### src/rtl/ramp_pkg.sv
package ramp_pkg;
  localparam int ADDR_W    = 8;
  localparam int REG_W     = 8;
  localparam logic [ADDR_W-1:0] CTRL_ADDR = 8'h20;
  localparam int BITS_PER_RAIL = 2;
  localparam int SEL_OFS   = 0;
  localparam int GO_OFS    = 1;

  typedef struct packed {
    logic sel;
    logic go;
  } rail_cmd_t;
endpackage

### src/rtl/ctrl_decode.sv
module ctrl_decode
  import ramp_pkg::*;
#(
  parameter int RAILS = 3
) (
  input  logic              wr_en_i,
  input  logic [ADDR_W-1:0] wr_addr_i,
  input  logic [REG_W-1:0]  wr_data_i,
  output logic              hit_o,
  output rail_cmd_t [RAILS-1:0] cmd_o
);
  localparam int USED_W = RAILS * BITS_PER_RAIL;

  initial begin
    if (USED_W > REG_W) $error("control byte too narrow for rail count");
  end

  assign hit_o = wr_en_i && (wr_addr_i == CTRL_ADDR);

  for (genvar r = 0; r < RAILS; r++) begin : g_field
    assign cmd_o[r].sel = wr_data_i[r*BITS_PER_RAIL + SEL_OFS];
    assign cmd_o[r].go  = wr_data_i[r*BITS_PER_RAIL + GO_OFS];
  end

  if (USED_W < REG_W) begin : g_rsvd
    logic unused_rsvd;
    assign unused_rsvd = ^wr_data_i[REG_W-1:USED_W];
  end
endmodule

### src/rtl/ramp_step.sv
module ramp_step #(
  parameter int CODE_W = 6
) (
  input  logic [CODE_W-1:0] cur_i,
  input  logic [CODE_W-1:0] tgt_i,
  input  logic              en_i,
  output logic [CODE_W-1:0] nxt_o,
  output logic              at_tgt_o
);
  always_comb begin
    at_tgt_o = (cur_i == tgt_i);
    nxt_o    = cur_i;
    if (en_i && !at_tgt_o) begin
      if (cur_i < tgt_i) nxt_o = cur_i + 1'b1;
      else               nxt_o = cur_i - 1'b1;
    end
  end
endmodule

### src/rtl/rail_ramp.sv
module rail_ramp
  import ramp_pkg::*;
#(
  parameter int CODE_W = 6,
  parameter logic [CODE_W-1:0] INIT_CODE = 6'd16
) (
  input  logic              clk,
  input  logic              rst,
  input  logic              hit_i,
  input  rail_cmd_t         cmd_i,
  input  logic              tick_i,
  input  logic [CODE_W-1:0] tgt_a_i,
  input  logic [CODE_W-1:0] tgt_b_i,
  output logic [CODE_W-1:0] code_o,
  output logic              busy_o
);
  logic [CODE_W-1:0] code_q, tgt_q, code_nxt;
  logic              go_q, at_tgt, start;

  assign start = hit_i && cmd_i.go && !go_q;

  ramp_step #(.CODE_W(CODE_W)) i_step (
    .cur_i   (code_q),
    .tgt_i   (tgt_q),
    .en_i    (go_q && tick_i),
    .nxt_o   (code_nxt),
    .at_tgt_o(at_tgt)
  );

  always_ff @(posedge clk) begin
    if (rst) begin
      go_q   <= 1'b0;
      tgt_q  <= INIT_CODE;
      code_q <= INIT_CODE;
    end else begin
      code_q <= code_nxt;
      if (start) begin
        go_q  <= 1'b1;
        tgt_q <= cmd_i.sel ? tgt_b_i : tgt_a_i;
      end else if (go_q && at_tgt) begin
        go_q <= 1'b0;
      end
    end
  end

  assign code_o = code_q;
  assign busy_o = go_q;

  AST_STEP_ONE: assert property (@(posedge clk) disable iff (rst)
    tick_i |=> (code_q == $past(code_q) || code_q == $past(code_q) + 1'b1 || code_q == $past(code_q) - 1'b1));
  AST_NO_TICK_HOLD: assert property (@(posedge clk) disable iff (rst)
    !tick_i |=> $stable(code_q));
  AST_IDLE_HOLD: assert property (@(posedge clk) disable iff (rst)
    !busy_o |=> $stable(code_q));
  AST_NO_OVERSHOOT: assert property (@(posedge clk) disable iff (rst)
    (busy_o && code_q < tgt_q) |=> code_q <= tgt_q);
  AST_DONE_CLEAR: assert property (@(posedge clk) disable iff (rst)
    (busy_o && code_q == tgt_q) |=> !busy_o);
  AST_GO_IGNORED: assert property (@(posedge clk) disable iff (rst)
    (busy_o && hit_i) |=> $stable(tgt_q));
endmodule

### src/rtl/ramp_seq_top.sv
module ramp_seq_top
  import ramp_pkg::*;
#(
  parameter int RAILS  = 3,
  parameter int CODE_W = 6,
  parameter logic [CODE_W-1:0] INIT_CODE = 6'd16
) (
  input  logic                    clk,
  input  logic                    rst,
  input  logic                    wr_en_i,
  input  logic [ADDR_W-1:0]       wr_addr_i,
  input  logic [REG_W-1:0]        wr_data_i,
  input  logic                    step_tick_i,
  input  logic [RAILS*CODE_W-1:0] tgt_a_i,
  input  logic [RAILS*CODE_W-1:0] tgt_b_i,
  output logic [RAILS*CODE_W-1:0] code_o,
  output logic [RAILS-1:0]        busy_o
);
  logic                  hit;
  rail_cmd_t [RAILS-1:0] cmd;

  ctrl_decode #(.RAILS(RAILS)) i_dec (
    .wr_en_i  (wr_en_i),
    .wr_addr_i(wr_addr_i),
    .wr_data_i(wr_data_i),
    .hit_o    (hit),
    .cmd_o    (cmd)
  );

  for (genvar r = 0; r < RAILS; r++) begin : g_rail
    rail_ramp #(.CODE_W(CODE_W), .INIT_CODE(INIT_CODE)) i_rail (
      .clk    (clk),
      .rst    (rst),
      .hit_i  (hit),
      .cmd_i  (cmd[r]),
      .tick_i (step_tick_i),
      .tgt_a_i(tgt_a_i[r*CODE_W +: CODE_W]),
      .tgt_b_i(tgt_b_i[r*CODE_W +: CODE_W]),
      .code_o (code_o[r*CODE_W +: CODE_W]),
      .busy_o (busy_o[r])
    );
  end
endmodule

### config.mk
export PLATFORM = sky130hd
export DESIGN_NAME = ramp_seq_top
export DESIGN_NICKNAME = d
export VERILOG_FILES = /design/src/rtl/ramp_pkg.sv /design/src/rtl/ctrl_decode.sv /design/src/rtl/ramp_step.sv /design/src/rtl/rail_ramp.sv /design/src/rtl/ramp_seq_top.sv
export SDC_FILE = /design/constraint.sdc
export NUM_CORES = 1
export LEC_CHECK = 0
export BUFFER_PORTS_ARGS = -buffer_cell sky130_fd_sc_hd__buf_2
export CAP_MARGIN = 20
export CORE_ASPECT_RATIO = 0.8
export CORE_MARGIN = 2
export CORE_UTILIZATION = 47
export CTS_CLUSTER_DIAMETER = 30
export CTS_CLUSTER_SIZE = 20
export DETAILED_ROUTE_END_ITERATION = 12
export PLACE_DENSITY_LB_ADDON = 0.3
export SYNTH_ARGS = -nofsm -noshare
export SYNTH_HDL_FRONTEND = slang
export SYNTH_SLANG_ARGS = --single-unit
export TNS_END_PERCENT = 30
### constraint.sdc
create_clock -name clk -period 2.4 [get_ports clk]
set_input_delay 0.12 -clock clk [delete_from_list [all_inputs] [get_ports clk]]
set_output_delay 0.12 -clock clk [all_outputs]
set_load 0.01 [all_outputs]
# After elaboration in Yosys (flattened, before gate mapping)
# Index checks and enable logic that the tools add are counted.
# totals
out_inout_bits	21
inputBits	56
reg_bits	39
wordCells	59
# classes
magnitude_cmp	3
mux	12
eq_ne	4
reduce_logical	25
n_addsub	6
# op_table
operator	count
$mux W6	6
$add A6 B1 Y6 const B	3
$eq A6 B6 Y1	3
$lt A6 B6 Y1	3
$sub A6 B1 Y6 const B	3
$logic_and A1 B1 Y1	16
$eq A8 B6 Y1 const B	1
$logic_not A1 Y1	6
$mux W1	6
$reduce_bool A2 Y1	3

# Depth between registers and ports, before layout
# Gate-level depths: netlist (run 1).
# logic_depth
word_depth	5
depth_mapped	12
depth_no_buf	12

# By module
# Synthesis (run 1) repeated with hierarchy kept, for this count alone.
# unflattened
hier_cells	294
hier_area_um2	2755.1
# by_module_without_submodules
module	cells_per_inst	n_inst	area_per_inst_um2	seq_area_each_um2
rail_ramp	45	3	518.0	260.2
ramp_step	50	3	375.4	0.0
ctrl_decode	9	1	75.1	0.0

# Worst setup path before layout (run 1)
# No wires, ideal clock.
# synth_path
kind	reg-to-reg
from	register g_rail[0].i_rail.code_q[4]
to	register g_rail[0].i_rail.code_q[5]
setup_ps	71
synth_period_minus_slack_ps	2641
setup_slack_ps	-241
path_buffers	0
required_ps	2329
path_stages_with_launch	12
t_arrival_ps	2570
path_cell_list	dfxtp_1 ha_1 a21oi_2 nand2_1 a211o_1 ha_1 a211oi_1 o21bai_1 a21oi_1 xor2_1 or3_1 a21oi_1
# synth_via
elab_chain_cells	3
elab_cells_between_ends	7
cone_classes	add/sub: 2; order compare: 1; eq/ne: 1; mux: 1; reduce/logical: 2
# synth_rtl
item	line_no	text
start: declaration	rail_ramp.sv:17	logic [CODE_W-1:0] code_q, tgt_q, code_nxt;
start signal: assignment	rail_ramp.sv:36	code_q <= code_nxt;
parallel branches: the longest is 3 deep, another holds $sub A6 B1 Y6	n/a	
# Parallel ways; which one is timed is not known.
# A chain may end at the register's enable or synchronous reset.

# Worst setup path after layout (run 1)
# layout_path
from	register g_rail[2].i_rail.tgt_q[4]
to	register g_rail[2].i_rail.code_q[5]
# layout_via
elab_chain_cells	3
elab_cells_between_ends	5
cone_classes	order compare: 1; eq/ne: 1; mux: 1; reduce/logical: 2
# layout_rtl
item	line_no	text
start: declaration	rail_ramp.sv:17	
start signal: assignment	rail_ramp.sv:39	tgt_q <= cmd_i.sel ? tgt_b_i : tgt_a_i;
parallel branches: the longest is 3 deep, another holds $lt A6 B6 Y1	n/a	
end signal: assignment	rail_ramp.sv:36	
end: declaration	rail_ramp.sv:17	
# Parallel ways; which one is timed is not known.

==> qor.txt, run 1 <==
Overflow after GRT: 0
Finished Cell Area: 3690 µm²
drt first pass iters: 4
Ports: 77
# diodes: 0
clock buffer count from CTS: 5
TritonCTS clock tree: built
Leakage: 1.69 nW
Seq/Total Area, Yosys: 30.5%
hold_ws: 0.121 ns
status: finished with violations
CTS Hold Bufs: 0
Syn Area/Cell: 9.01 µm²
Via Count: 2,458
initial antenna violation count: 0
Fill cells: 375
worst setup path category: reg2reg
Worst Hold Class: in2reg
placed inst area: 3420 µm²
DR DRC count: 0
maximum clock frequency: 390 MHz
worst-path fanout max: 5
share of post-route cells with drive strength above 1: 51.0%
Hold Path Depth: 3
min Tclk post-route: 2.57 ns
first-iteration detailed-routing DRC count: 75
final hold violation count: 0
Root Buffer: clkbuf_8
Die X: 86.5 µm
num rows: 23
H-tree depth: 2
RSZ-0062 raised after global routing: true
Routed WL: 6500 µm
gpl congestion: 0.805
Clock Path Buffers: 2
Via density: 5.39
Hold Crit Start: tgt_a_i[4]
worst skew pair latency: 0.30 ns
largest net degree at the start of global routing: 34
Worst EP arrival: 2.79 ns
# setup viols final: 5
total number of yosys warnings: 0
area grow syn2layout: 44.3%
Placed Instances: 446
VDD IR max: 385 µV
Slew Viols, Final: 0
first-pass GRT wire length: 10,700 µm
port bufs: 74
Critical path origin: g_rail[2].i_rail.tgt_q[4]
die area: 6050 µm²
Req. time, crit path: 2.62 ns
Reg clk slew, reported paths: 0.08 ns
Post-Syn Instances: 284
max_slew headroom: 68.9%
worst reg2reg path startpoint: g_rail[2].i_rail.tgt_q[4]
Net count, final: 482
Worst Setup Start Kind: flop
Clock Skew: 0.00498 ns
most frequent cells in the layout: buf_2, buf_4, nor2_1
final cell count without fillers: 456
R2R setup slack: -0.17 ns
worst slew pin tran: 0.462 ns
clock sinks: 39
fin crit share: 107%
Starting Density: 49.9%
Syn Std Cell Area: 2560 µm²
total power: 1.25 mW
most common cell after layout, fill and taps aside: buf_2
die outline height: 70.0 µm
post-synth cell types: 31
vias in the first global route: 2,460
FF+latch count, synth: 39
wire length per cell: 14.3 µm
Post-DP HPWL: 4940 µm
Post-Syn Nets: 373
failing checks: setup timing
Cell Pwr Density: 339 nW/µm²
worst r2r dst: g_rail[2].i_rail.code_o[5]
post-route ant nets: 0
max-cap violations: 0
WHS Endpoint: g_rail[0].i_rail.tgt_q[4]
setup ws final: -0.166 ns
worst reg-to-reg path cell count: 12
global router's overall resource usage: 21.8%
core area: 5120 µm²
Crit. End Element: flop
## Yosys cell counts
cell,n,area [µm²]
a21o_1,6,45.0
and3b_2,3,30.0
o21ai_0,9,45.0
ha_1,30,375
nand3b_1,1,7.51
a21oi_1,18,90.1
fa_1,3,60.1
mux2i_1,18,180
buf_1,1,3.75
nor4_2,1,12.5
o21bai_1,3,22.5
dfxtp_1,39,781
nor2_1,36,135
nor4b_2,1,15.0
o21a_1,3,22.5
o211ai_1,9,67.6
inv_1,22,82.6
clkbuf_1,6,22.5
buf_8,3,45.0
a211oi_2,6,75.1
a211o_1,3,26.3
nand4_1,3,18.8
xor2_1,6,52.6
xnor2_1,6,52.6
or3_1,3,18.8
a21oi_2,3,26.3
nand3_1,3,15.0
buf_4,3,22.5
nand2_1,15,56.3
a211oi_1,15,113
nand2b_1,6,37.5
## worst max-delay path: stages (launching register included)
cell	delay, ns
dfxtp_2	0.32
inv_2	0.05
ha_4	0.25
a21oi_4	0.15
nand2_2	0.07
a211o_4	0.38
ha_4	0.24
a211oi_4	0.24
o21bai_1	0.08
a21oi_1	0.17
xor2_1	0.09
or3_1	0.32
a21oi_1	0.13
## sequential cells by signal (all words and copies together), names as in the netlist
signal,flops
g_rail.i_rail.code_o,18
g_rail.i_rail.tgt_q,18
g_rail.i_rail.busy_o,3
## routing by layer
layer | global-route usage [%] | vias up | wire, µm
li1 | - | 1223 | -
met1 | 27.6 | 1160 | 2870
met2 | 37.4 | 69 | 3240
met3 | 4.14 | 6 | 329
met4 | 6.60 | 0 | 57
met5 | 0 | - | 0
## worst max-delay path by stage
stage                                      end  slack [ns]  cells past startpoint
global placement    g_rail[2].i_rail.code_o[5]       -0.08                     12
detailed placement  g_rail[1].i_rail.code_o[5]       -0.15                     12
floorplan           g_rail[0].i_rail.code_o[5]      -0.003                     12
CTS                 g_rail[2].i_rail.code_o[5]       -0.11                     12
finish              g_rail[2].i_rail.code_o[5]       -0.17                     12
global route        g_rail[2].i_rail.code_o[5]       -0.30                     12
## timing repair
action / 4_1_cts / 5_1_grt
buffers inserted: 0 / 2
gates resized for setup: 15 / 18
pin swaps: 13 / 15
endpoints found under the setup margin: 6 / 9
## power breakdown
group          internal, mW  switching, mW
Combinational        0.0525         0.0494
Clock                 0.263          0.240
Sequential            0.646       0.000200
Total                 0.962          0.289
## layout make-up
type / instances / area, µm² / share of cell area (%)
clock buffers: 8 / 100 / 2.71
inverters: 22 / 82.6 / 2.24
multi-input cells: 210 / 1940 / 52.5
flip-flops and latches: 39 / 813 / 22.0
well taps: 62 / 77.6 / 2.10
repair buffers: 115 / 678 / 18.4
## kinds of logic (layout without fill, tap and decap cells)
family | after synthesis | count (layout) | share of synthesized area, %
AOI/OAI and AO/OA | 75 | 75 | 20.8
and+or+nand+nor | 72 | 72 | 13.6
DFF | 39 | 39 | 30.5
buffers and inverters | 35 | 145 | 6.90
adders and majority gates | 33 | 33 | 17.0
muxes | 18 | 18 | 7.04
xor gates and xnor gates | 12 | 12 | 4.11
## per-stage QoR
stage | TNS (ns) | utilization [%] | setup slack (ns)
after global routing | -1.19 | 72.0 | -0.305
after floorplan | -0.00650 | - | -0.00343
after global placement | -0.331 | 66.7 | -0.0802
final | -0.408 | 72.0 | -0.166
after CTS | -0.285 | 69.5 | -0.111
after detailed placement | -0.638 | 66.7 | -0.153
(Power assumes the default switching activity.)
==> run 2, diff against run 1 <==
--- a/config.mk
+++ b/config.mk
@@ -14,6 +14,7 @@
 export CTS_CLUSTER_SIZE = 20
 export DETAILED_ROUTE_END_ITERATION = 12
 export PLACE_DENSITY_LB_ADDON = 0.3
+export SKIP_CTS_REPAIR_TIMING = 1
 export SYNTH_ARGS = -nofsm -noshare
 export SYNTH_HDL_FRONTEND = slang
 export SYNTH_SLANG_ARGS = --single-unit
==> constraint.sdc (replaced) <==
create_clock -name clk -period 2.4 [get_ports clk]
set_input_delay 0.12 -clock clk [delete_from_list [all_inputs] [get_ports clk]]
set_output_delay 0.12 -clock clk [all_outputs]
set_load 0.005 [all_outputs]
==> qor.txt, run 2 (synthesis results as in run 1) <==
RSZ-0062 raised after global routing: true
Placed Instances: 452 (+1.3%)
Leakage: 1.70 nW (+0.74%)
clock sinks: 39 (unchanged)
die outline height: 70.0 µm (unchanged)
DR DRC count: 0 (unchanged)
largest net degree at the start of global routing: 19 (-44%)
Slowest-stage cell, CP: dfxtp_1
Worst Hold Class: in2reg
most frequent cells in the layout: buf_2, buf_4, nor2_1
global router's overall resource usage: 21.0% (-0.80 points)
# diodes: 0 (unchanged)
Pint: 0.899 mW (-6.5%)
H-tree depth: 2 (unchanged)
Clk network pwr share: 37.0% (-3.2 points)
fin crit share: 106% (-0.57 points)
most common cell after layout, fill and taps aside: buf_2
worst-path cell chain: ha_4, nand3_2, nand2_1, a211o_4, ha_4, o21ai_2, o21bai_1, a21oi_2, xor2_1, or3_1, a21oi_2
final hold violation count: 0 (unchanged)
worst skew pair latency: 0.30 ns (about the same)
sw frac: 24.3% (+1.2 points)
worst-path fanout max: 5 (unchanged)
Root Buffer: clkbuf_8
# setup viols final: 5 (unchanged)
Worst EP arrival: 2.78 ns (about the same)
Via Count: 2,407 (-2.1%)
setup ws final: -0.153 ns (+0.0136 ns)
share of post-route cells with drive strength above 1: 48.6% (-2.4 points)
Cell Pwr Density: 323 nW/µm² (-4.8%)
placed inst area: 3410 µm² (-0.15%)
status: finished with violations
area grow syn2layout: 43.8%
Fill cells: 389 (+3.7%)
Ports: 77 (unchanged)
vias in the first global route: 2,271 (-7.7%)
Post-DP HPWL: 4950 µm (+0.11%)
VDD IR max: 250 µV (-35%)
Overflow after GRT: 0 (unchanged)
Comb pwr share: 8.6% (+0.4 points)
maximum clock frequency: 392 MHz (+0.53%)
max_slew headroom: 67.3% (-1.6 points)
setup_tns: -0.442 ns (-0.0340 ns)
multi-input logic area: 1900 µm² (-1.7%)
Req. time, crit path: 2.63 ns (about the same)
worst slew pin tran: 0.486 ns (+0.0244 ns)
clock buffer count from CTS: 5 (unchanged)
Via density: 5.20 (-3.6%)
min Tclk post-route: 2.55 ns (-0.0136 ns)
Crit. End Element: flop
Starting Density: 49.9% (unchanged)
max incr delay on CP: 0.43 ns (+0.05 ns)
register share of total power: 54.5% (+2.8 points)
Worst Setup Start Kind: flop
port bufs: 74 (unchanged)
worst setup path category: reg2reg
NetSw: 0.289 mW (-0.20%)
Routed WL: 6470 µm (-0.37%)
initial antenna violation count: 0 (unchanged)
hold_ws: 0.122 ns (+0.000634 ns)
first-pass GRT wire length: 10,200 µm (-4.1%)
first-iteration detailed-routing DRC count: 58 (-23%)
final cell count without fillers: 463 (+1.5%)
TritonCTS clock tree: built
Net count, final: 489 (+1.5%)
die area: 6050 µm² (unchanged)
num rows: 23 (unchanged)
core area: 5120 µm² (unchanged)
gpl congestion: 0.788 (-2.1%)
post-route ant nets: 0 (unchanged)
Reg clk slew, reported paths: 0.08 ns (about the same)
wire length per cell: 14.0 µm (-1.9%)
FF+latch area: 798 µm² (-1.8%)
Clock Path Buffers: 2 (unchanged)
drt first pass iters: 4 (unchanged)
Slew Viols, Final: 0 (unchanged)
Clock Skew: 0.0108 ns (+0.00579 ns)
failing checks: setup timing
Die X: 86.5 µm (unchanged)
max-cap violations: 0 (unchanged)
Finished Cell Area: 3680 µm² (-0.34%)
## run 2: cell types whose count changed in the layout (fill, tap and decap cells not counted), moves of 2 or more
cell | previous run | this run
a21oi_1 | 13 | 11
dfxtp_1 | 13 | 25
clkinv_2 | 0 | 3
buf_4 | 41 | 48
dfxtp_2 | 26 | 14
clkbuf_8 | 7 | 5
ha_4 | 18 | 16
ha_1 | 12 | 14
a21oi_2 | 7 | 10
## run 2: worst max-delay path, delay by kind of cell (launching register included)
family | cells | cell delay (ns)
simple gates | 3 | 0.51
flops | 1 | 0.43
compound gates | 5 | 0.84
fa+ha+maj | 2 | 0.53
xor+xnor | 1 | 0.17
## run 2: final cells by class
class                   count  share of cell area [%]
multi-input cells         210                    51.8
repair buffers            122                    19.9
flip-flops and latches     39                    21.7
well taps                  62                    2.11
clock inverters             3                   0.408
clock buffers               5                    1.87
inverters                  22                    2.25
## run 2: metal layers
metal	track usage [%]	routed length [µm]	part of all wire, %
met1	28.0	2960	46
met2	34.7	3170	49
met3	4.61	274	4.2
met4	4.69	70	1.1
met5	0	0	0
## run 2: per-stage QoR
stage	util [%]	setup slack, ns	total power, mW
5_1_grt	71.8	-0.307	1.24
3_5_place_dp	66.6	-0.199	0.762
3_3_place_gp	66.6	-0.141	0.760
2_1_floorplan	-	-0.00399	0.707
4_1_cts	68.2	-0.229	1.19
6_report	71.8	-0.153	1.19
## run 2: power groups by stage
| stage | Combinational (mW) | Clock, mW | Sequential, mW |
|---|---|---|---|
| after detailed placement | 0.0996 | 0 | 0.662 |
| after global placement | 0.0978 | 0 | 0.662 |
| final | 0.102 | 0.439 | 0.647 |
| after CTS | 0.100 | 0.447 | 0.647 |
| after floorplan | 0.0448 | 0 | 0.662 |
| after global routing | 0.112 | 0.485 | 0.647 |
## run 2: path summary, 6_finish.rpt
check                                                start                         end  slack, ns  cells past startpoint
worst max-delay path            g_rail[0].i_rail.code_o[3]  g_rail[0].i_rail.code_o[5]      -0.15                     11
worst min-delay path                           tgt_a_i[10]   g_rail[1].i_rail.tgt_q[4]       0.12                      3
worst min register to register   g_rail[0].i_rail.tgt_q[5]   g_rail[0].i_rail.tgt_q[5]       0.50                      2
worst max register to register  g_rail[0].i_rail.code_o[3]  g_rail[0].i_rail.code_o[5]      -0.15                     11
==> run 3, diff against run 2 <==
--- a/config.mk
+++ b/config.mk
@@ -5,7 +5,7 @@
 export SDC_FILE = /design/constraint.sdc
 export NUM_CORES = 1
 export LEC_CHECK = 0
-export BUFFER_PORTS_ARGS = -buffer_cell sky130_fd_sc_hd__buf_2
+export BUFFER_PORTS_ARGS = -buffer_cell sky130_fd_sc_hd__buf_4
 export CAP_MARGIN = 20
 export CORE_ASPECT_RATIO = 0.8
 export CORE_MARGIN = 2
==> qor.txt, run 3 (synthesis results as in run 1) <==
Final Util: 75.4% (+3.6 points)
Post-DP HPWL: 5210 µm (+5.2%)
Ports: 77 (unchanged)
die area: 6050 µm² (unchanged)
most common cell after layout, fill and taps aside: buf_4
drt first pass iters: 4 (unchanged)
worst slew pin tran: 0.459 ns (-0.0277 ns)
max-cap violations: 0 (unchanged)
# setup viols final: 4 (-1)
Net count, final: 483 (-1.2%)
Finished Cell Area: 3860 µm² (+5.1%)
Req. time, crit path: 2.63 ns (about the same)
Clock Skew: 0.00613 ns (-0.00464 ns)
Clock Path Buffers: 2 (unchanged)
status: finished with violations
Reg clk slew, reported paths: 0.08 ns (about the same)
num rows: 23 (unchanged)
worst reg-to-reg path cell count: 11 (unchanged)
VDD IR max: 621 µV (+150%)
H-tree depth: 2 (unchanged)
maximum clock frequency: 377 MHz (-3.8%)
first-iteration detailed-routing DRC count: 87 (+50%)
Cell Pwr Density: 369 nW/µm² (+14%)
most frequent cells in the layout: buf_4, nor2_1, dfxtp_1
Via Count: 2,438 (+1.3%)
first-pass GRT wire length: 11,100 µm (+9.0%)
area grow syn2layout: 51.1%
post-route ant nets: 0 (unchanged)
delay-heaviest family, CP: compound AO/OA/AOI/OAI gates
Via density: 5.33 (+2.6%)
Slowest-stage cell, CP: dfxtp_1
vias in the first global route: 2,480 (+9.2%)
worst-path fanout max: 5 (unchanged)
wire length per cell: 15.1 µm (+7.8%)
Starting Density: 49.9% (unchanged)
initial antenna violation count: 0 (unchanged)
worst skew pair latency: 0.30 ns (about the same)
DR DRC count: 0 (unchanged)
Overflow after GRT: 0 (unchanged)
Worst Hold Class: in2reg
Slew Viols, Final: 0 (unchanged)
Crit. End Element: flop
worst slack at placement: -0.229 ns (-0.0298 ns)
failing checks: setup timing
max incr delay on CP: 0.40 ns (-0.03 ns)
final hold violation count: 0 (unchanged)
port bufs: 74 (unchanged)
gpl congestion: 0.944 (+20%)
critical path depth in cells: 11 (unchanged)
clock sinks: 39 (unchanged)
Root Buffer: clkbuf_8
CP bufs+invs: 0 (unchanged)
Leakage: 1.74 nW (+1.9%)
RSZ-0062 raised after global routing: true
share of post-route cells with drive strength above 1: 48.1% (-0.53 points)
placed inst area: 3570 µm² (+4.5%)
min Tclk post-route: 2.65 ns (+0.101 ns)
core area: 5120 µm² (unchanged)
# diodes: 0 (unchanged)
max_slew headroom: 69.2% (+1.9 points)
worst-path cell chain: ha_4, nand4_1, a21oi_2, a211o_4, ha_4, a211oi_4, o21bai_1, a21oi_2, xor2_1, or3_1, a21oi_2
global router's overall resource usage: 23.1% (+2.1 points)
Worst Setup Start Kind: flop
Die X: 86.5 µm (unchanged)
fin crit share: 111% (+4.2 points)
setup ws final: -0.254 ns (-0.101 ns)
worst setup path category: reg2reg
clock buffer count from CTS: 5 (unchanged)
CP most frequent cell: a21oi_2
largest net degree at the start of global routing: 35 (+16)
Worst EP arrival: 2.89 ns (+0.11 ns)
hold_ws: 0.117 ns (-0.00520 ns)
Routed WL: 6890 µm (+6.4%)
Hold Path Depth: 3 (unchanged)
die outline height: 70.0 µm (unchanged)
TritonCTS clock tree: built
-- run 3: changes by cell type in the layout (fill, tap and decap cells not counted), moves of 2 or more --
cell       before  now
buf_4          48  116
dfxtp_2        14   17
clkinv_2        3    0
buf_2          74    0
bufinv_16       0    2
dfxtp_1        25   22
-- run 3: worst paths after layout --
check                        startpoint                         end  slack (ns)
max          g_rail[0].i_rail.code_o[5]  g_rail[0].i_rail.code_o[5]       -0.25
min                         tgt_a_i[10]   g_rail[1].i_rail.tgt_q[4]        0.12
max reg2reg  g_rail[0].i_rail.code_o[5]  g_rail[0].i_rail.code_o[5]       -0.25
min reg2reg   g_rail[2].i_rail.tgt_q[5]   g_rail[2].i_rail.tgt_q[5]        0.51
-- run 3: metal layers --
layer | global-route usage, % | up-vias | part of all wire [%]
met4 | 6.60 | 0 | 1.2
met3 | 3.78 | 11 | 4.0
met1 | 28.1 | 1142 | 44
met2 | 41.5 | 63 | 51
met5 | 0 | - | 0
li1 | - | 1222 | -
-- run 3: power by group --
part | internal, mW | total, mW | leakage (nW) | switching [mW]
registers | 0.646 | 0.647 | 0.318 | 0.000210
logic | 0.0748 | 0.123 | 1.35 | 0.0483
clock network | 0.416 | 0.655 | 0.0654 | 0.239
-- run 3: cell type report --
class / instances / area [µm²]
inverters: 22 / 82.6
clock buffers: 6 / 72.6
well taps: 62 / 77.6
fillers: 364 / 1260
flip-flops and latches: 39 / 802
multi-input cells: 210 / 1900
clock inverters: 2 / 60.1
repair buffers: 116 / 871
-- run 3: worst register-to-register path, stage by stage, from the launching register on --
cell	delay (ns)
dfxtp_1	0.40
ha_4	0.23
nand4_1	0.14
a21oi_2	0.06
a211o_4	0.37
ha_4	0.27
a211oi_4	0.22
o21bai_1	0.12
a21oi_2	0.17
xor2_1	0.09
or3_1	0.39
a21oi_2	0.13
-- run 3: through the flow --
step	total power [mW]	instances	TNS (ns)
2_1_floorplan	0.707	284	-0.00799
6_report	1.42	457	-0.613
3_5_place_dp	0.785	448	-0.705
3_3_place_gp	0.782	448	-0.337
5_1_grt	1.47	457	-1.35
4_1_cts	1.43	456	-0.960
